===== src/rtl/cpcmd_pkg.sv =====
`timescale 1ns/1ps
package cpcmd_pkg;
    localparam int REG_W    = 16;
    localparam int OP_W     = 4;
    localparam int CH_W     = 4;
    localparam int NCH      = 1 << CH_W;
    // bit positions the host software decodes
    localparam int SRST_BIT = 15;
    localparam int OP_LSB   = 8;
    localparam int CH_LSB   = 4;
    localparam int BUSY_BIT = 0;

    typedef struct packed {
        logic            srst;
        logic            busy;
        logic [OP_W-1:0] op;
        logic [CH_W-1:0] ch;
    } cmd_state_t;
endpackage


===== src/rtl/cpcmd_rstseq.sv =====
`timescale 1ns/1ps
module cpcmd_rstseq #(
    parameter int CYCLES = 60
) (
    input  logic clk,
    input  logic rst_n,
    input  logic start,
    output logic active
);
    localparam int CW = $clog2(CYCLES + 1);

    typedef struct packed {
        logic          act;
        logic [CW-1:0] cnt;
    } seq_t;

    seq_t s_d, s_q;

    always_comb begin
        s_d = s_q;
        if (start) begin
            s_d.act = 1'b1;
            s_d.cnt = CW'(CYCLES - 1);
        end else if (s_q.act) begin
            if (s_q.cnt == '0) s_d.act = 1'b0;
            else               s_d.cnt = s_q.cnt - 1'b1;
        end
    end

    always_ff @(posedge clk) begin
        if (!rst_n) s_q <= '0;
        else        s_q <= s_d;
    end

    assign active = s_q.act;
endmodule


===== src/rtl/cpcmd_decode.sv =====
`timescale 1ns/1ps
module cpcmd_decode #(
    parameter int CH_W = 4,
    parameter int NCH  = 16
) (
    input  logic            clk,
    input  logic            rst_n,
    input  logic            fire,
    input  logic [CH_W-1:0] sel,
    output logic [NCH-1:0]  strobe
);
    logic [NCH-1:0] st_d, st_q;

    for (genvar i = 0; i < NCH; i++) begin : g_ch
        assign st_d[i] = fire && (sel == CH_W'(i));
    end

    always_ff @(posedge clk) begin
        if (!rst_n) st_q <= '0;
        else        st_q <= st_d;
    end

    assign strobe = st_q;
endmodule


===== src/rtl/cpcmd_reg.sv =====
`timescale 1ns/1ps
module cpcmd_reg
    import cpcmd_pkg::*;
#(
    parameter int RST_CYCLES = 60
) (
    input  logic             clk,
    input  logic             rst_n,
    input  logic             wr_en,
    input  logic [REG_W-1:0] wr_data,
    output logic [REG_W-1:0] rd_data,
    output logic [NCH-1:0]   cmd_valid,
    output logic [OP_W-1:0]  cmd_op,
    input  logic [NCH-1:0]   chan_done,
    output logic             rst_active
);
    cmd_state_t st_d, st_q;

    logic seq_active;
    logic locked;
    logic take_wr;
    logic take_rst;
    logic fire;
    logic unused_rsvd;

    assign unused_rsvd = ^{wr_data[14:12], wr_data[3:1]};

    // the command path is frozen while a reset is requested or running
    assign locked   = st_q.srst | seq_active;
    assign take_rst = wr_en & wr_data[SRST_BIT] & ~locked;
    assign take_wr  = wr_en & ~st_q.busy & ~locked;
    assign fire     = take_wr & ~wr_data[SRST_BIT] & wr_data[BUSY_BIT];

    always_comb begin
        st_d = st_q;
        if (st_q.srst) begin
            st_d.srst = 1'b0;
            st_d.busy = 1'b0;
        end else begin
            if (st_q.busy && chan_done[st_q.ch]) st_d.busy = 1'b0;
            if (take_wr) begin
                st_d.op = wr_data[OP_LSB +: OP_W];
                st_d.ch = wr_data[CH_LSB +: CH_W];
            end
            if (take_rst)  st_d.srst = 1'b1;
            else if (fire) st_d.busy = 1'b1;
        end
    end

    always_ff @(posedge clk) begin
        if (!rst_n) st_q <= '0;
        else        st_q <= st_d;
    end

    cpcmd_rstseq #(.CYCLES(RST_CYCLES)) u_seq (
        .clk    (clk),
        .rst_n  (rst_n),
        .start  (st_q.srst),
        .active (seq_active)
    );

    cpcmd_decode #(.CH_W(CH_W), .NCH(NCH)) u_dec (
        .clk    (clk),
        .rst_n  (rst_n),
        .fire   (fire),
        .sel    (wr_data[CH_LSB +: CH_W]),
        .strobe (cmd_valid)
    );

    always_comb begin
        rd_data                     = '0;
        rd_data[SRST_BIT]           = st_q.srst;
        rd_data[OP_LSB +: OP_W]     = st_q.op;
        rd_data[CH_LSB +: CH_W]     = st_q.ch;
        rd_data[BUSY_BIT]           = st_q.busy;
    end

    assign cmd_op     = st_q.op;
    assign rst_active = seq_active;
endmodule


===== config.mk =====
export PLATFORM = sky130hd
export DESIGN_NAME = cpcmd_reg
export DESIGN_NICKNAME = d
export VERILOG_FILES = /design/src/rtl/cpcmd_pkg.sv /design/src/rtl/cpcmd_rstseq.sv /design/src/rtl/cpcmd_decode.sv /design/src/rtl/cpcmd_reg.sv
export SDC_FILE = /design/constraint.sdc
export NUM_CORES = 1
export LEC_CHECK = 0
export ABC_CLOCK_PERIOD_IN_PS = 2120
export CAP_MARGIN = 20
export CORE_ASPECT_RATIO = 1.1
export CORE_MARGIN = 2
export CORE_UTILIZATION = 39
export DETAILED_ROUTE_END_ITERATION = 7
export PLACE_DENSITY = 0.76
export SYNTH_ARGS = -nofsm -noshare
export SYNTH_HDL_FRONTEND = slang
export SYNTH_SLANG_ARGS = --single-unit

===== constraint.sdc =====
create_clock -name clk -period 2.12 [get_ports clk]
set_clock_uncertainty 0.05 [all_clocks]
set_input_delay 0.318 -clock clk [delete_from_list [all_inputs] [get_ports clk]]
set_output_delay 0.318 -clock clk [all_outputs]
set_load 0.1 [all_outputs]

==> results by group <==
Outcome
  • Outcome: finished, final reports clean

Global route
  • Met1 Track Usage GR: 0.170
  • First-pass GRT wire length: 4840 um
  • Busiest grt layer: met2
  • Largest net degree at the start of global routing: 16
  • Number of global-route vias before repair: 1142
  • Initial antenna violation count: 0
  • All-Layer GR Usage: 0.166
  • Met2 Resource Use GR: 0.284
  • M3 GR Usage: 0.0536
  • Overflow after GRT: 0

CTS
  • Hold Buf Count CTS: 0
  • Clk slew on worst S/H paths: 0.06 ns
  • TritonCTS clock tree: built
  • Skew-Pair Late Insertion Delay: 0.28 ns
  • Cts repair resizes: 0
  • Clk buf depth: 2
  • Clk sinks: 33
  • Root Buffer: clkbuf_8
  • Post-CTS Setup Bufs: 0
  • Inserted Clock Buffers: 5
  • # H-tree levels: 2

Timing
  • Slack of the critical path: 0.256 ns
  • Hold Violations, Final: 0
  • Final period util: 0.879
  • Unrepaired setup endpoints after global routing: no
  • Final Critical Period: 1.86 ns
  • Count of pins over their slew limit: 0
  • Setup-failing EPs final: 0
  • Peak Freq: 0.537 GHz

Setup path
  • CP bufs+invs: 1
  • Worst-path maximum fanout: 4
  • Required time of the critical path: 2.28 ns
  • Crit path DAT: 2.02 ns
  • Delay of the slowest critical-path stage: 0.50 ns
  • WS Path Type: input pin to flop
  • Top Family by Delay on Critical Path: simple AND/OR/NAND/NOR gates
  • CP Launch Type: input pin
  • Crit path capture type: flop
  • Worst R2R Setup Slack: 0.33 ns
  • Crit-path cells: clkdlybuf4s50_1, or4b_4, nor3_4, or3b_4, nor3_2
  • Slowest stage cell on the critical path: clkdlybuf4s50_1

Power and ir drop
  • Static leakage: 0.000844 uW
  • Max IR drop VDD: 0.000553 V
  • Pwr Density: 751 nW/um^2
  • Total Power: 1520 uW

Placed design
  • Half-perimeter wire length after placement: 2580 um
  • RePlAce Congestion: 0.812
  • Placed insts: 247
  • Number of I/O port buffers: 59
  • Post-place setup slack: -0.0432 ns
  • Placed cell area: 1940 um^2

Die
  • Core Area: 3600 um^2
  • Die Ht: 67.6 um
  • Die width: 61.8 um
  • Initial Utilization: 0.399
  • # IOs: 72
  • DIE AREA: 4180 um^2
  • Row count: 23

Finish
  • Multi-input gate area in the final layout: 652 um^2
  • Number of non-filler instances in the completed layout: 254
  • Commonest cells after routing, fill and taps aside: buf_4, dfxtp_1, clkdlybuf4s50_1
  • Area Growth Syn to Fin: 41.4%
  • Ratio of cells with drive above 1 in the final layout: 0.270
  • Antenna diodes: 0
  • Fillers: 329
  • Final net count: 241
  • Register area: 668 um^2
  • Design area: 2030 um^2
  • Leading cell type in the layout, fill and taps excluded: buf_4

Job
  • Max cap viols: 0

Yosys
  • Seq/Total Area, Yosys: 0.461
  • Synth unique cells: 38
  • Mapped Avg Cell Area: 9.82 um^2
  • Post-Syn Area: 1430 um^2
  • FF+latch count, synth: 33
  • Most common flop cell mapped by yosys: dfxtp_1
  • Share of flip-flops with an asynchronous set or reset: 0
  • Cells after Synth: 146
  • Ys Warns: 0
  • EDFF count, synth: 0

Route
  • Residual DRC: 0
  • Final WL: 3220 um
  • Average wire per standard cell: 12.7 um
  • Vias per inst: 4.71
  • Antenna-violating nets left: 0
  • Iter 0 DRT Violations: 27
  • Total vias in the final route: 1196
  • Pre-Repair DR Iteration Count: 4

Hold path
  • HP Class: flop to flop
==> cell usage after synthesis, types with 2 or more instances <==
cell type,n,area share
nor2b_1,2,0.0087
o21ai_0,3,0.010
xnor2_1,2,0.012
nor2_1,14,0.037
clkbuf_1,2,0.0052
inv_1,4,0.010
buf_4,11,0.058
nor3_1,5,0.017
ha_1,2,0.017
o21a_1,2,0.010
nand3b_1,2,0.010
o211ai_1,2,0.010
nand2b_1,3,0.013
buf_6,2,0.016
a21boi_0,12,0.063
mux4_2,3,0.047
nand2_1,19,0.050
xor2_1,2,0.012
dfxtp_1,33,0.46
mux2i_1,3,0.021
==> worst paths after layout <==
kind	startpoint	end	depth (start not counted)
worst min-delay path	cmd_op[2]	cmd_op[2]	2
worst min register to register	cmd_op[2]	cmd_op[2]	2
worst max-delay path	wr_en	u_dec.strobe[0]	5
worst max register to register	rd_data[15]	u_dec.strobe[0]	4
==> logic make-up after synthesis <==
logic type | Yosys count | synth area share
compound gates | 23 | 0.118
buf+inv | 21 | 0.0977
fa+ha+maj | 2 | 0.0174
mux | 6 | 0.0681
other cells | 1 | 0.00262
flops | 33 | 0.461
simple gates | 56 | 0.211
xor+xnor | 4 | 0.0244
==> layout make-up <==
cell class,count,share of cell area
well taps,50,0.0309
clock buffers,7,0.0426
multi-input cells,97,0.322
inverters,4,0.00741
repair buffers,63,0.268
flip-flops and latches,33,0.330
==> worst min-delay path, delay by kind of cell (launching register included) <==
family	cells	cell delay (ns)
AND/OR/NAND/NOR	1	0.05
AO/OA/AOI/OAI	1	0.06
flip-flops	1	0.32
==> report_power, final <==
part           switching, uW  internal (uW)
Sequential              26.7            643
Combinational            263            127
Clock                    204            257
Total                    494           1030
==> registers in the layout, indices dropped and copies added, names as in the netlist <==
signal	flops
cmd_op	4
rd_data	6
u_dec.strobe	16
u_seq.active	1
u_seq.s_q	6
==> routing by layer <==
metal	wire length [um]	part of all wire	vias up
met5	0	0	-
met4	89	0.028	0
met3	276	0.086	7
met2	1610	0.50	54
met1	1240	0.38	542
li1	-	-	593
==> stage by stage <==
step                 util  hold WS, ns  setup TNS, ns
finish              0.563        0.433              0
global route        0.563        0.480              0
floorplan               -        0.339              0
CTS                 0.563        0.439              0
detailed placement  0.539        0.429        -0.0804
global placement    0.539        0.420      -0.000518
Power figures use the tool's default switching activity.
